$ cat config.mk
export PLATFORM = sky130hd
export DESIGN_NAME = keyed_watchdog
export DESIGN_NICKNAME = d
export VERILOG_FILES = /design/src/rtl/wdg_pkg.sv /design/src/rtl/wdg_cmd_decode.sv /design/src/rtl/wdg_span_timer.sv /design/src/rtl/keyed_watchdog.sv
export SDC_FILE = /design/constraint.sdc
export NUM_CORES = 1
export LEC_CHECK = 0
export BUFFER_PORTS_ARGS = -buffer_cell sky130_fd_sc_hd__buf_4
export CAP_MARGIN = 20
export CORE_ASPECT_RATIO = 1.2
export CORE_UTILIZATION = 55
export CTS_CLUSTER_SIZE = 28
export DETAILED_ROUTE_END_ITERATION = 10
export GPL_ROUTABILITY_DRIVEN = 0
export HOLD_SLACK_MARGIN = 0.1
export PLACE_DENSITY = 0.73
export SLEW_MARGIN = 20
export SYNTH_ARGS = -nofsm -noshare
export SYNTH_HDL_FRONTEND = slang
export SYNTH_SLANG_ARGS = --single-unit
$ cat constraint.sdc
create_clock -name clk -period 2.7 [get_ports clk]
set_clock_uncertainty 0.1 [all_clocks]
set_input_delay 0.54 -clock clk [delete_from_list [all_inputs] [get_ports clk]]
set_output_delay 0.54 -clock clk [all_outputs]
set_load 0.02 [all_outputs]
$ cat src/rtl/wdg_pkg.sv
package wdg_pkg;

    // Control FSM states
    typedef enum logic [1:0] {
        ST_IDLE  = 2'd0,   // STOPPED
        ST_ARMED = 2'd1,   // first interval running
        ST_ALARM = 2'd2,   // grace interval, interrupt raised
        ST_FIRE  = 2'd3    // one-cycle reset pulse (BITE)
    } wdg_state_e;

    // Decoded meaning of a control write
    typedef enum logic [2:0] {
        CMD_NONE  = 3'd0,
        CMD_START = 3'd1,
        CMD_KICK  = 3'd2,
        CMD_HALT  = 3'd3,
        CMD_REKEY = 3'd4
    } wdg_cmd_e;

endpackage

$ cat src/rtl/wdg_cmd_decode.sv
module wdg_cmd_decode #(
    parameter int KEY_W = 3
) (
    input  logic                 running,
    input  logic                 wr_en,
    input  logic                 wr_arm,
    input  logic [KEY_W-1:0]     wr_key,
    input  logic [KEY_W-1:0]     stored_key,
    output wdg_pkg::wdg_cmd_e    cmd
);
    import wdg_pkg::*;

    logic key_inverse;

    always_comb begin
        key_inverse = (wr_key == ~stored_key);
        if (!wr_en) begin
            cmd = CMD_NONE;
        end else if (!running) begin
            cmd = wr_arm ? CMD_START : CMD_NONE;
        end else if (key_inverse) begin
            cmd = wr_arm ? CMD_KICK : CMD_HALT;
        end else begin
            cmd = CMD_REKEY;
        end
    end

endmodule

$ cat src/rtl/wdg_span_timer.sv
module wdg_span_timer #(
    parameter int CNT_W = 8
) (
    input  logic             clk,
    input  logic             rst_n,
    input  logic             run,
    input  logic             load,
    input  logic [CNT_W-1:0] load_val,
    output logic             expired
);
    logic [CNT_W-1:0] cnt_q;

    always_ff @(posedge clk) begin
        if (!rst_n) begin
            cnt_q <= '0;
        end else if (load) begin
            cnt_q <= load_val;
        end else if (run && (cnt_q != '0)) begin
            cnt_q <= cnt_q - 1'b1;
        end
    end

    assign expired = run && (cnt_q == '0);

endmodule

$ cat src/rtl/keyed_watchdog.sv
module keyed_watchdog #(
    parameter int KEY_W        = 3,
    parameter int FIRST_CYCLES = 5_000_000,
    parameter int GRACE_CYCLES = 165_000
) (
    input  logic             clk,
    input  logic             rst_n,
    input  logic             wr_en,
    input  logic             wr_arm,
    input  logic [KEY_W-1:0] wr_key,
    output logic             nmi_req,
    output logic             chip_rst
);
    import wdg_pkg::*;

    localparam int SPAN_MAX = (FIRST_CYCLES > GRACE_CYCLES) ? FIRST_CYCLES : GRACE_CYCLES;
    localparam int CNT_W    = (SPAN_MAX > 1) ? $clog2(SPAN_MAX) : 1;
    localparam logic [CNT_W-1:0] FIRST_LOAD = CNT_W'(FIRST_CYCLES - 1);
    localparam logic [CNT_W-1:0] GRACE_LOAD = CNT_W'(GRACE_CYCLES - 1);

    wdg_state_e       state_q, state_d;
    logic [KEY_W-1:0] key_q, key_d;
    logic             running;
    logic             tmr_load;
    logic [CNT_W-1:0] tmr_val;
    logic             tmr_expired;
    wdg_cmd_e         cmd;

    assign running = (state_q == ST_ARMED) || (state_q == ST_ALARM);

    wdg_cmd_decode #(.KEY_W(KEY_W)) u_decode (
        .running    (running),
        .wr_en      (wr_en),
        .wr_arm     (wr_arm),
        .wr_key     (wr_key),
        .stored_key (key_q),
        .cmd        (cmd)
    );

    wdg_span_timer #(.CNT_W(CNT_W)) u_timer (
        .clk      (clk),
        .rst_n    (rst_n),
        .run      (running),
        .load     (tmr_load),
        .load_val (tmr_val),
        .expired  (tmr_expired)
    );

    // Next-state, key and timer control
    always_comb begin
        state_d  = state_q;
        key_d    = key_q;
        tmr_load = 1'b0;
        tmr_val  = FIRST_LOAD;
        unique case (state_q)
            ST_IDLE: begin
                if (cmd == CMD_START) begin          // start
                    state_d  = ST_ARMED;
                    key_d    = wr_key;
                    tmr_load = 1'b1;
                end
            end
            ST_ARMED, ST_ALARM: begin
                if (cmd == CMD_HALT) begin           // halt
                    state_d = ST_IDLE;
                    key_d   = wr_key;
                end else if (cmd == CMD_KICK) begin  // kick
                    state_d  = ST_ARMED;
                    key_d    = wr_key;
                    tmr_load = 1'b1;
                end else begin
                    if (cmd == CMD_REKEY) begin      // rekey
                        key_d = wr_key;
                    end
                    if (tmr_expired) begin
                        if (state_q == ST_ARMED) begin   // expire
                            state_d  = ST_ALARM;
                            tmr_load = 1'b1;
                            tmr_val  = GRACE_LOAD;
                        end else begin                   // bite
                            state_d = ST_FIRE;
                        end
                    end
                end
            end
            ST_FIRE: begin                           // release
                state_d = ST_IDLE;
            end
        endcase
    end

    // State register
    always_ff @(posedge clk) begin
        if (!rst_n) begin
            state_q <= ST_IDLE;
            key_q   <= '0;
        end else begin
            state_q <= state_d;
            key_q   <= key_d;
        end
    end

    // Outputs
    always_comb begin
        nmi_req  = (state_q == ST_ALARM);
        chip_rst = (state_q == ST_FIRE);
    end

endmodule

Word-level counts from Yosys, hierarchy flattened
Cells that the tools add are included.

Flip-flop bits (word level): 28. Bits of input ports: 7.

Add/sub/neg operators: 1. Eq/ne operators: 11. Muxes and demuxes: 29. Bitwise operators: 1. Reductions and logical operators: 11.

Operators by type and width (count): 23-bit 2-to-1 mux (7); 23-bit logical NOT (1); 23-bit nonzero test (1); 23-bit by 1-bit subtractor with 23-bit output (second input constant) (1); 3-bit 2-to-1 mux (7); 1-bit 2-to-1 mux (8); 2-bit 2-to-1 mux (4); 4-bit inequality test (second input constant) (2); 3-bit by 2-bit equality test with 1-bit output (second input constant) (2); 2-bit case mux with 3 select lines (1); 3-bit case mux with 2 select lines (1); 2-bit equality test (second input constant) (2); 2-bit nonzero test (2); 3-bit by 1-bit equality test with 1-bit output (second input constant) (1); 3-bit equality test (1); 3-bit equality test (second input constant) (1); 3-bit inverter (1); 3-bit AND reduction (1); 2-bit by 1-bit equality test with 1-bit output (second input constant) (1); 1-bit logical AND (2); 2-bit logical NOT (1); 2-bit inequality test (second input constant) (1); 1-bit case mux with 2 select lines (1); 2-bit AND reduction (1); other kinds (2) (2).

Longest topological paths before layout
Word-level depth: 10. Gate-level depth with buffers: 9.

Modules after synthesis
A second synthesis with hierarchy kept.

Cells, all modules: 223. Area, all modules: 1824.2 µm².

By module, submodules not included: wdg_span_timer (times used 1, cells an instance 164, area each 1357.6 µm²); keyed_watchdog (times used 1, cells an instance 50, area each 389.1 µm²); wdg_cmd_decode (times used 1, cells an instance 9, area each 77.6 µm²).

Worst setup path after synthesis
OpenSTA, ideal clock, no wires.

Path type: register -> register. Start point: register u_timer.cnt_q[6]. End point: register u_timer.cnt_q[21]. Data arrival time: 2208 ps. Data required time: 2479 ps. Setup slack: 272 ps. Cell stages (with the launch flop): 9. Buffers on the path: 2. Cell sequence: dfxtp_1 or4_1 buf_2 or4_4 o31ai_4 buf_6 a211oi_1 xnor2_1 nor2_1.

Cells in the longest elaborated chain, start to end: 7. Elaborated cells between the ends (all ways): 16. Classes of those cells: 1 x add/sub; 10 x mux; 5 x reduce/logical.

Ends and longest elaborated chain: from (decl) (RTL line wdg_span_timer.sv:11) `logic [CNT_W-1:0] cnt_q;`; from (signal assigned) (RTL line wdg_span_timer.sv:17) `cnt_q <= load_val;`; from (signal assigned) (RTL line wdg_span_timer.sv:19) `cnt_q <= cnt_q - 1'b1;`; parallel branches: the longest is 7 deep, another holds 23-bit by 1-bit subtractor with 23-bit output.

Parallel ways; which one is timed is not known. The select of a mux whose other input is x is not followed. A chain may end at the register's enable or synchronous reset.

Final worst setup path
Start point: register u_timer.cnt_q[6]. End point: register u_timer.cnt_q[20].

Same word-level chain as after synthesis.

==> impl_metrics.py <==
metrics = {
    "worst_setup_path": {
        "cp_max_fo": 11,
        "rr_worst_depth": 7,
        "cp_slowest_cell": "or4_4",
        "crit_path_cell_trace": "or4_4, or4_4, o31ai_4, buf_4, a2111oi_1, xnor2_1, nor2_1",
        "cp_common_cell": "or4_4",
        "worstPathArrival_ps": 2720,
        "end_kind": "flop",
        "slowest_delay_ps": 600,
        "crit_type": "reg -> reg",
        "start_kind": "flop",
        "cp.required_ps": 2850,
    },
    "synth": {
        "syn-instance-count": 206,
        "mappedNetlistNets": 219,
        "synth_top_family_by_area": "simple AND/OR/NAND/NOR gates",
        "yosys.area.top_type_share_pct": 32.82,
        "synthTopCellsByCount": "dfxtp_1 (28), nor2_1 (28), nand2_1 (19), a21oi_1 (14), xnor2_1 (9)",
        "synth-xor-area-share_pct": 7.179,
        "synthFlopType": "dfxtp_1",
        "synth.largest_area_cell": "dfxtp_1",
        "synthMuxAreaShare_pct": 3.077,
        "ys_ff_latch": 28,
        "synth-seq-area-share_pct": 32.82,
        "ys_types": 50,
        "synth_edf_count": 0,
        "synthSimpleGateAreaFrac_pct": 27.99,
        "syn_avg_cell_area_um2": 8.291,
        "synthTopCellsByArea": "dfxtp_1 (33%), nor2_1 (6.2%), xnor2_1 (4.6%), ha_1 (4.4%), nand2_1 (4.2%)",
        "synth_warnings": 0,
        "synth_area_um2": 1708,
        "synthAdderAreaFrac_pct": 4.396,
        "async_flop_share_pct": 0,
        "synth_compound_area_share_pct": 21.17,
    },
    "flow_run": {
        "max_cap_viol_count": 0,
    },
    "sta": {
        "finalCriticalPeriod_ps": 2569,
        "setup_viol": 0,
        "fmax_ghz": 0.3893,
        "max_slew_margin_pct": 52.81,
        "final_max_slew_viol_count": 0,
        "setup_tns_ps": 0,
        "finalHoldViolCount": 0,
        "worstMarginPinSlew_ps": 707.8,
        "rsz0062_at_grt": "no",
        "min_period_over_period_pct": 95.14,
    },
    "placement": {
        "hpwl_um": 3238,
        "port-buffer-count": 8,
    },
    "route": {
        "dr_total_vias": 1661,
        "routed_via_density": 6.565,
        "post_drt_wl_per_cell_um": 17.31,
        "drt-initial-drc-count": 96,
        "drc_errors": 0,
        "finalWirelength_um": 4380,
        "antenna_left": 0,
        "drt-pass1-iter-count": 5,
    },
    "floorplanning": {
        "fp.dieW_um": 52.87,
        "die_area_um2": 3333,
        "die_h_um": 63.05,
        "io_pins": 9,
        "initial_core_util_pct": 59.63,
        "coreArea_um2": 2864,
        "rows": 21,
    },
    "worst_hold_path": {
        "worstHoldPathCells": 3,
        "hold_path.class": "in -> reg",
    },
    "finish": {
        "drive_above_1_share_pct": 16.44,
        "antenna_cells": 0,
        "finalNetCount": 233,
        "utilization_pct": 66.10,
        "syn_to_final_growth_pct": 10.84,
    },
    "power_and_ir_drop": {
        "cellPowerDensity_nw_per_um2": 900.6,
        "power.leakage_nw": 0.7574,
        "swShare_pct": 41.02,
        "seq_power_share_pct": 34.4,
        "max-vdd-ir-drop_uv": 497.8,
        "comb_power_share_pct": 48.8,
        "p_clk_share_pct": 16.8,
        "power_switching_uw": 699.4,
        "p_int_mw": 1.006,
    },
    "global_routing": {
        "gr-total-overflow": 0,
        "track_usage_pct": 29.06,
        "grt_pass1_wl_um": 7334,
        "antenna_found_initial": 0,
        "grt_pass1_vias": 1611,
        "grt_max_degree": 17,
    },
    "clocking": {
        "root_buffer": "clkbuf_4",
        "worstSkewPairLatency_ps": 340,
        "clkTransAtPathRegs_ps": 160,
        "clockBufferDepth": 2,
        "cts_tree": "yes",
        "postCtsSetupBuffers": 0,
        "clock_sinks": 28,
        "h-tree-depth": 1,
        "cts_made_buffers": 3,
        "holdBufCountCts": 0,
    },
    "status": {
        "status": "finished, final reports clean",
    },
}
[registers in the layout (all words and copies together) (netlist names)]
signal and flops:
u_timer.cnt_q 23, key_q 3, state_q 2
[stage by stage]
| stage | setup WS, ps | hold WS, ps | area [um^2] | cells | total power [mW] |
|---|---|---|---|---|---|
| floorplan | 271.5 | 357.4 | 1708 | 206 | 1.190 |
| detailed placement | 83.01 | 407.0 | 1832 | 249 | 1.389 |
| CTS | 19.76 | 339.8 | 1884 | 253 | 1.674 |
| global route | 32.34 | 341.8 | 1893 | 253 | 1.815 |
| global placement | 166.8 | 389.1 | 1832 | 249 | 1.361 |
| finish | 131.2 | 333.8 | 1893 | 253 | 1.705 |
[worst paths after layout]
path / from / end / slack, ps
worst max-delay path: u_timer.cnt_q[6] / u_timer.cnt_q[20] / 130
worst min-delay path: wr_key[2] / key_q[2] / 330
worst max register to register: u_timer.cnt_q[6] / u_timer.cnt_q[20] / 130
worst min register to register: u_timer.cnt_q[1] / u_timer.cnt_q[1] / 440
[cell type report]
class | instances | area, um^2
multi-input cells | 165 | 1099
clock inverters | 1 | 30.03
fillers | 240 | 970.9
flip-flops and latches | 28 | 560.5
clock buffers | 3 | 22.52
repair buffers | 15 | 112.6
well taps | 34 | 42.54
inverters | 7 | 26.28
[cells in the final DEF, fill, tap and decap left out, types with 3 or more instances in the layout]
| cell type | n |
|---|---|
| nor2_1 | 28 |
| dfxtp_1 | 28 |
| nand2_1 | 19 |
| buf_4 | 15 |
| a21oi_1 | 14 |
| xnor2_1 | 9 |
| inv_1 | 7 |
| a31oi_1 | 6 |
| ha_1 | 6 |
| xor2_1 | 5 |
| nor3_1 | 5 |
| o22ai_1 | 5 |
| or2_2 | 5 |
| nand2b_1 | 4 |
| nand3_1 | 4 |
| o21ai_0 | 4 |
| nand4_1 | 3 |
| or4_1 | 3 |
| o21a_1 | 3 |
| mux2i_1 | 3 |
| a211o_1 | 3 |
| a311oi_1 | 3 |
| clkbuf_4 | 3 |
[cells by family after synthesis]
| kind of cell | after synthesis |
|---|---|
| mux | 5 |
| compound gates | 51 |
| fa+ha+maj | 6 |
| buf+inv | 13 |
| flops | 28 |
| simple gates | 89 |
| xor+xnor | 14 |
[timing repair]
action,CTS,global route
endpoints found under the setup margin,0,9
resized for setup,0,2
endpoints found under the hold margin,0,0
[critical path: cells and delay by family (launching register included)]
| kind | cells | cell delay (ps) |
|---|---|---|
| flops | 1 | 390 |
| buf+inv | 1 | 220 |
| simple gates | 3 | 1210 |
| xor+xnor | 1 | 160 |
| compound gates | 2 | 390 |
[power groups by stage]
stage,logic (mW),registers (mW),clock network (mW)
after detailed placement,0.799,0.590,0
after floorplan,0.622,0.568,0
final,0.833,0.586,0.286
after CTS,0.808,0.581,0.285
after global placement,0.776,0.585,0
after global routing,0.918,0.598,0.298
[layer usage]
| layer | vias up | routed length (um) | track usage, % |
|---|---|---|---|
| li1 | 782 | - | - |
| met5 | - | 0 | 0 |
| met4 | 0 | 157 | 14.14 |
| met3 | 14 | 285 | 2.190 |
| met1 | 789 | 1771 | 36.73 |
| met2 | 76 | 2166 | 48.10 |
Power figures use the tool's default switching activity.
